===== src/rtl/fuzzy_border_gate.sv =====
module fuzzy_border_gate #(
  parameter int W  = 16,
  parameter int KW = 4,
  parameter int LW = 8,
  parameter int MW = 16
) (
  input  logic          clk,
  input  logic          rst_n,
  input  logic          coarse_locked,
  input  logic          sample_valid,
  input  logic [W-1:0]  sample_code,
  input  logic [KW-1:0] persist_k,
  input  logic [LW-1:0] lock_len,
  output logic          gate_pulse,
  output logic [MW-1:0] run_len,
  output logic          dir_up,
  output logic          locked
);
  localparam logic [MW-1:0] RUN_MAX   = '1;
  localparam logic [LW-1:0] STILL_MAX = '1;

  logic          have_ref;
  logic [W-1:0]  cur_code, cand_code;
  logic [KW-1:0] cand_cnt;
  logic [MW-1:0] run_cnt;
  logic [LW-1:0] still_cnt;

  wire [KW-1:0] k_eff     = (persist_k == '0) ? KW'(1) : persist_k;
  wire          match     = sample_code == cur_code;
  wire          cand_hit  = (cand_cnt != '0) && (sample_code == cand_code);
  wire [KW-1:0] cand_next = cand_hit ? cand_cnt + KW'(1) : KW'(1);
  wire          confirm   = have_ref && !match && (cand_next >= k_eff);
  wire [MW-1:0] run_inc   = (run_cnt == RUN_MAX) ? run_cnt : run_cnt + MW'(1);
  wire [LW-1:0] still_inc = (still_cnt == STILL_MAX) ? still_cnt : still_cnt + LW'(1);

  always_ff @(posedge clk) begin
    if (!rst_n || !coarse_locked) begin
      have_ref   <= 1'b0;
      cur_code   <= '0;
      cand_code  <= '0;
      cand_cnt   <= '0;
      run_cnt    <= '0;
      still_cnt  <= '0;
      gate_pulse <= 1'b0;
      run_len    <= '0;
      dir_up     <= 1'b0;
      locked     <= 1'b0;
    end else begin
      gate_pulse <= 1'b0;
      if (sample_valid) begin
        if (!have_ref) begin
          have_ref  <= 1'b1;
          cur_code  <= sample_code;
          cand_cnt  <= '0;
          run_cnt   <= MW'(1);
          still_cnt <= LW'(1);
          if (LW'(1) >= lock_len) locked <= 1'b1;
        end else if (match) begin
          cand_cnt  <= '0;
          run_cnt   <= run_inc;
          still_cnt <= still_inc;
          if (still_inc >= lock_len) locked <= 1'b1;
        end else if (confirm) begin
          gate_pulse <= 1'b1;
          run_len    <= run_cnt;
          dir_up     <= sample_code > cur_code;
          cur_code   <= sample_code;
          cand_cnt   <= '0;
          run_cnt    <= MW'(k_eff);
          still_cnt  <= LW'(k_eff);
          locked     <= 1'b0;
        end else begin
          cand_code <= sample_code;
          cand_cnt  <= cand_next;
          still_cnt <= '0;
        end
      end
    end
  end
endmodule



===== config.mk =====
export PLATFORM = sky130hd
export DESIGN_NAME = fuzzy_border_gate
export DESIGN_NICKNAME = d
export VERILOG_FILES = /design/src/rtl/fuzzy_border_gate.sv
export SDC_FILE = /design/constraint.sdc
export NUM_CORES = 1
export LEC_CHECK = 0
export BUFFER_PORTS_ARGS = -buffer_cell sky130_fd_sc_hd__buf_2
export CELL_PAD_IN_SITES_DETAIL_PLACEMENT = 1
export CELL_PAD_IN_SITES_GLOBAL_PLACEMENT = 1
export CORE_MARGIN = 2
export CORE_UTILIZATION = 45
export DETAILED_ROUTE_END_ITERATION = 10
export MAX_ROUTING_LAYER = met4
export PLACE_DENSITY = 0.89
export SLEW_MARGIN = 40
export SYNTH_ARGS = -nofsm -noshare
export SYNTH_HDL_FRONTEND = slang
export SYNTH_SLANG_ARGS = --single-unit
export TNS_END_PERCENT = 10

===== constraint.sdc =====
create_clock -name clk -period 6.65 [get_ports clk]
set_input_delay 1.33 -clock clk [delete_from_list [all_inputs] [get_ports clk]]
set_output_delay 1.33 -clock clk [all_outputs]
set_load 0.02 [all_outputs]

==> impl_results.md, run 1 <==
- Global-route wire length before repair: approximately 20 mm
- Post-synthesis cell area: around 4400 sq um
- P per Cell Area: approximately 190 nW/um^2
- Pre-antenna DRT Iters: 4
- Max_cap viols: 0
- CTS Hold Bufs: 0
- Worst setup startpoint: sample_code[3]
- Vias per std cell: 5.700
- Final period utilization: 0.7256
- Fin Clk Skew: 16.22 ps
- Status: complete, no violations
- Pins over their slew limit: 0
- Post-CTS setup buffer count: 0
- Average wire per standard cell: ~18 um
- # rows: 36
- Iter 0 DRT Violations: just over 100
- Post-CTS Resized: 0
- Htree depth: 3
- Root Buffer: clkbuf_8
- Core area: between 9000 and 10000 sq um
- Final WL: approximately 12 mm
- Slew margin rel.: 0.5031
- Most frequent cells after synthesis: dfxtp_1 (80), nor2_1 (67), mux2i_1 (47)
- Initial Util: 0.4589
- Initial antenna violation count: 0
- Number of flops mapped to enable cells by yosys: 0
- Net count after synthesis: 567
- #FFs+latches synth: 80
- TritonCTS clock tree: yes
- Worst R2R Start: cand_code[3]$_SDFFE_PP0P_
- Worst-Skew Late Latency: around 370 ps
- Hold Path Class: flip-flop to flip-flop
- TritonCTS buffer count: 9
- Hold slack: 490.1 ps
- FFs w/ async S/R, synth: 0
- Share of layout cells above drive strength 1: 0.1597
- Slew @ Worst Pin: roughly 740 ps
- Final setup viols: 0
- Syn_area_per_cell: around 9 sq um
- Synthesis-to-layout area growth: 11.15%
- Main flop type after synthesis: dfxtp_1
- Startpoint Class: primary input
- Leak: around 2.1 nW
- Util after Layout: 0.5101
- Most numerous cell in the Yosys netlist: dfxtp_1
- Number of buffers added on ports: 50
- Total clock sinks: 80
- Synthesized instance count: roughly 500
- Crit-path max FO: 16
- Final hold violation count: 0
- Peak VDD IR: approximately 0.11 mV
- Dpl hpwl: approximately 8.8 mm
- Maximum root-to-sink buffer count: 2
- Clk slew on worst S/H paths: approximately 80 ps
- Worst Path Required: roughly 7000 ps
- Total GRT Usage: 0.2493
- Crit path time final: between 4000 and 5000 ps
- GRT overflow: 0
- Yosys top cell by area: dfxtp_1
- Placer congestion estimate: 0.8993
- Vias in the first global route: between 4k and 5k
- Final net count: 610
- Die width: a little over 100 um
- Netlist cell types: 66
- Top cell type's share of synthesized area: 0.3604
- Sequential area share after synthesis: 0.3604
- Io pins: 51
- Die Y: 103.4 um
- Vias: approximately 4k
- Post-route setup TNS: 0 ps
- Die footprint: about 11000 sq um
- ANT nets after route: 0
- Critical path arrival: approximately 5100 ps
- Max frequency: roughly 210 MHz
- Largest cells by area after synthesis: dfxtp_1 (36%), mux2i_1 (11%), ha_1 (9.0%)
- Reg-to-reg slack, setup: approximately 2600 ps
- RSZ-0062 raised after global routing: no
- Hold_sp: still_cnt[6]$_SDFFE_PP0P_
- CP Class: primary input to flip-flop
- DR DRC count: 0
- Placed Cells incl. Taps: 668
- Endpoint type of the worst setup path: flip-flop
- Layout Cells excl Fill: just under 700
- Antenna cells: 0
- Largest net degree at the start of global routing: 69
- Yosys warns: 0
==> worst max-delay path, stage by stage <==
cell     delay, ps
buf_2          130
xor2_1         150
nor4_1         360
nand4_1        160
nor3_1         520
o21a_1         220
ha_1           240
or3_2          400
o21ai_0        210
nor3_1         150
buf_4          230
o21ai_4        590
mux2i_1        290
nor2_1          70
==> layout by cell type, fill, tap and decap left out, drive strengths merged, types with 3 or more instances in the layout <==
cell	n
dfxtp	80
nor2	69
buf	53
mux2i	47
inv	37
ha	32
nand2	28
a21oi	21
nand3	18
nand4	14
nor3	12
o21ai	11
xnor2	10
a21o	10
xor2	9
clkbuf	9
a31oi	8
nor2b	7
nor4	7
or3	5
a21boi	5
o21a	4
a211oi	4
or4	4
clkinv	4
and2	3
a22oi	3
a2bb2oi	3
o211ai	3
o31ai	3
==> kinds of logic (layout without fill, tap and decap cells) <==
family,Yosys count,after routing,share of synthesized area
AOI/OAI and AO/OA,94,94,0.1546
xor gates and xnor gates,19,19,0.03744
adders and majority gates,32,32,0.09009
buffers and inverters,56,104,0.05884
DFF,80,80,0.3604
muxes,48,48,0.1084
and+or+nand+nor,174,174,0.1903
==> cell type report <==
class,instances,area (sq um)
multi-input combinational,367,2589
inverter,35,131.4
tap,133,166.4
timing repair buffer,53,272.8
fill,1164,4745
clock buffer,9,123.9
clock inverter,7,55.05
sequential,80,1602
==> metrics by stage <==
stage | setup slack (ps) | power, mW | area (sq um)
6_report | 1825 | 0.9251 | 4940
5_1_grt | 1483 | 0.9685 | 4940
4_1_cts | 1785 | 0.9347 | 4940
3_5_place_dp | 1414 | 0.5976 | 4761
3_3_place_gp | 1658 | 0.5909 | 4756
2_1_floorplan | 2369 | 0.5637 | 4444
==> routing by layer <==
| metal | GRT usage | share of wire | wire (um) | up-vias |
|---|---|---|---|---|
| met5 | - | 0 | 0 | - |
| met4 | 0.09615 | 0.024 | 294 | 0 |
| li1 | - | - | - | 1872 |
| met2 | 0.4303 | 0.51 | 6208 | 97 |
| met1 | 0.2871 | 0.42 | 5059 | 1902 |
| met3 | 0.04503 | 0.041 | 500 | 28 |
==> registers in the layout, summed over array words and instances, names as in the netlist <==
name,count
cand_cnt,4
cand_code,16
cur_code,16
dir_up,1
gate_pulse,1
have_ref,1
locked,1
run_cnt,16
run_len,16
still_cnt,8
==> report_power, final <==
group / total [mW] / switching (mW) / internal (mW)
combinational: 0.0977 / 0.0592 / 0.0385
sequential: 0.489 / 0.00494 / 0.484
clock: 0.338 / 0.198 / 0.140
total: 0.925 / 0.262 / 0.663
==> worst paths after layout <==
check,cells past startpoint,end
worst max-delay path,14,cur_code[7]$_SDFFE_PP0P_
worst min-delay path,2,still_cnt[6]$_SDFFE_PP0P_
worst max register to register,13,cur_code[7]$_SDFFE_PP0P_
worst min register to register,2,still_cnt[6]$_SDFFE_PP0P_
Note: power is estimated with default switching activity, not from simulation.
==> inputs of run 2 (changes only) <==
--- a/config.mk
+++ b/config.mk
@@ -9,10 +9,10 @@
 export CELL_PAD_IN_SITES_DETAIL_PLACEMENT = 1
 export CELL_PAD_IN_SITES_GLOBAL_PLACEMENT = 1
 export CORE_MARGIN = 2
-export CORE_UTILIZATION = 45
+export CORE_UTILIZATION = 40
 export DETAILED_ROUTE_END_ITERATION = 10
 export MAX_ROUTING_LAYER = met4
-export PLACE_DENSITY = 0.89
+export PLACE_DENSITY = 0.85
 export SLEW_MARGIN = 40
 export SYNTH_ARGS = -nofsm -noshare
 export SYNTH_HDL_FRONTEND = slang
==> constraint.sdc (replaced) <==
create_clock -name clk -period 4.12 [get_ports clk]
set_input_delay 0.824 -clock clk [delete_from_list [all_inputs] [get_ports clk]]
set_output_delay 0.824 -clock clk [all_outputs]
set_load 0.02 [all_outputs]
==> run 2 against run 1 <==
Against the previous run:
- clock skew increased by 2.2 ps
- highest routed layer unchanged
- clock power increased by 120%
- via count increased by 0.31%
- sequential share of layout area decreased by 1.1 points
- routed wire length increased by 1.4%
- die area increased by 12%
- critical path type unchanged
- worst setup slack got worse by 1600 ps
- sequential power increased by 61%
- final area increased by 3.7%
==> impl_results.md, run 2 (same netlist as run 1, synthesis figures left out) <==
- Total GRT Usage: 0.2243 (-0.02498)
- Share of layout cells above drive strength 1: 0.1703 (+0.01054)
- Commonest non-fill, non-tap cell in the layout: dfxtp_1
- Met2 Use GR: 0.3920 (-0.03830)
- GRT overflow: 0 (unchanged)
- Startpoint Class: primary input
- Total clock sinks: 80 (unchanged)
- Htree depth: 3 (unchanged)
- # rows: 38 (+5.6%)
- DR DRC count: 0 (unchanged)
- Layout Cells excl Fill: 698 (+2.0%)
- Worst-Skew Late Latency: 390 ps (+20 ps)
- Core area: 10840 sq um (+12%)
- Endpoint type of the worst setup path: flip-flop
- Vias per std cell: 5.603 (-1.7%)
- Vias: 3911 (+0.31%)
- NetSw: 0.4207 mW (+60%)
- Leak: 2.153 nW (+4.1%)
- Most frequent cells in the layout: dfxtp_1 (80), nor2_1 (67), buf_2 (50)
- Layout filler cell count: 1313 (+13%)
- Worst r2r dst: cur_code[11]$_SDFFE_PP0P_
- Peak VDD IR: 0.2331 mV (+100%)
- CP Class: primary input to flip-flop
- Crit-path max cell delay: 410 ps (-180 ps)
- Hold Path Sink: still_cnt[6]$_SDFFE_PP0P_
- Largest net degree at the start of global routing: 68 (-1.4%)
- FF+latch area: 1602 sq um (unchanged)
- Max frequency: roughly 260 MHz
- Final hold violation count: 0 (unchanged)
- Pins over their slew limit: 0 (unchanged)
- Final period utilization: 0.9354
- Final net count: 617 (+1.1%)
- Placed Cells incl. Taps: 682 (+2.1%)
- Global-route wire length before repair: 20.23 mm (+1.0%)
- Status: complete, no violations
- CTS Hold Bufs: 0 (unchanged)
- Synthesis-to-layout area growth: 15.23%
- Worst-path cell chain: buf_2, xor2_1, nor4_2, nand4_1, nor3_1, buf_4, o21a_1, ha_1, or3_2, o21ai_0, nor3_1, buf_4, o21ai_4, buf_12, mux2i_1, nor2_1
- Final WL: 12.23 mm (+1.4%)
- Placer congestion estimate: 0.8207 (-8.7%)
- Critical path arrival: 4090 ps (-960 ps)
- Gr busiest metal: met2
- Crit path time final: between 3000 and 4000 ps
- Post-route setup TNS: 0 ps (unchanged)
- Worst hold stages: 2 (unchanged)
- Met1 usage: 0.2543 (-0.03281)
- Hold_sp: still_cnt[6]$_SDFFE_PP0P_
- Worst R2R Start: cand_code[3]$_SDFFE_PP0P_
- P per Cell Area: 333.4 nW/um^2 (+78%)
- Initial antenna violation count: 0 (unchanged)
- Clock share of power: 0.441 (+0.075)
- Dpl ws: -227.1 ps (-1642 ps)
- Io pins: 51 (unchanged)
- Crit-path max FO: 16 (unchanged)
- Worst r2r path cells: 15 (+2)
- Power share of the sequential group: 0.462 (-0.067)
- TritonCTS clock tree: yes
- Max_cap viols: 0 (unchanged)
- Antenna cells: 0 (unchanged)
- Dpl hpwl: 9.034 mm (+2.2%)
- Post-CTS Resized: 0 (unchanged)
- Die footprint: 11970 sq um (+12%)
- Die width: 109.4 um (+5.8%)
- Slew @ Worst Pin: 734.4 ps (-8.086 ps)
- Setup WS post-layout: 266.2 ps (-1559 ps)
- Clk slew on worst S/H paths: 80 ps (about the same)
- Vias in the first global route: 4150 (-0.41%)
- Number of buffers added on ports: 50 (unchanged)
- Fin Clk Skew: 18.39 ps (+2.168 ps)
- Combinational power share: 0.097 (-0.009)
- Root Buffer: clkbuf_8
- Slew margin rel.: 0.5104 (+0.007266)
- Maximum root-to-sink buffer count: 2 (unchanged)
- Pre-antenna DRT Iters: 5 (+1)
- Hold Path Class: flip-flop to flip-flop
- Post-CTS setup buffer count: 0 (unchanged)
- Iter 0 DRT Violations: 171 (+66%)
- Sw Share: 0.2464 (-0.03735)
- Worst Path Required: 4350 ps (-2520 ps)
- Met3 Use GR: 0.04742 (+0.002395)
- ANT nets after route: 0 (unchanged)
- CP max stage cell: or3_2
- TritonCTS buffer count: 9 (unchanged)
- Multi-input gate area: 2596 sq um (+0.29%)
- Util after Layout: 0.4724 (-0.03766)
- Total power: 1.708 mW (+85%)
- Die Y: 109.4 um (+5.8%)
- Internal: 1.287 mW (+94%)
- Average wire per standard cell: 17.52 um (-0.64%)
- RSZ-0062 raised after global routing: no
- Initial Util: 0.4100 (-0.04894)
- Final setup viols: 0 (unchanged)
- Reg-to-reg slack, setup: 510 ps (-2060 ps)
## run 2: area by class of cell
type                    instances  share of cell area
clock buffers                  12             0.03030
clock inverters                 4             0.01930
inverters                      35             0.02565
multi-input cells             367              0.5070
flip-flops and latches         80              0.3127
well taps                     140             0.03420
repair buffers                 60             0.07085
## run 2: power by group through the flow
stage	registers (mW)	logic [mW]	clock network [mW]
global placement	0.807	0.154	0
global route	0.791	0.184	0.798
finish	0.789	0.166	0.753
detailed placement	0.808	0.165	0
CTS	0.789	0.167	0.766
floorplan	0.804	0.106	0
## run 2: stage by stage
step | area (sq um) | hold slack, ps
2_1_floorplan | 4444 | 450.0
3_3_place_gp | 4855 | 462.4
3_5_place_dp | 4855 | 476.2
4_1_cts | 5109 | 487.8
5_1_grt | 5121 | 526.6
6_report | 5121 | 489.5
## run 2: metal layers
layer,routed length (um),share of wire
met2,6258,0.51
met4,231,0.019
met3,503,0.041
met5,0,0
met1,5236,0.43
## run 2: how the worst max path moves through the flow
stage,start,slack (ps),to,cells after the start
4_1_cts,sample_code[3],110,cur_code[11]$_SDFFE_PP0P_,14
3_3_place_gp,sample_code[3],40,cur_code[10]$_SDFFE_PP0P_,14
3_5_place_dp,sample_code[3],-230,cur_code[11]$_SDFFE_PP0P_,14
2_1_floorplan,sample_code[3],340,cur_code[10]$_SDFFE_PP0P_,14
5_1_grt,sample_code[3],60,cur_code[10]$_SDFFE_PP0P_,16
6_report,sample_code[3],270,cur_code[11]$_SDFFE_PP0P_,16
## run 2: critical path, delay by kind of cell
| kind | cells | cell delay [ps] |
|---|---|---|
| AO/OA/AOI/OAI | 3 | 490 |
| XOR/XNOR | 1 | 170 |
| adder cells (fa/ha/maj) | 1 | 220 |
| buffers and inverters | 4 | 680 |
| multiplexers | 1 | 230 |
| AND/OR/NAND/NOR | 6 | 1450 |
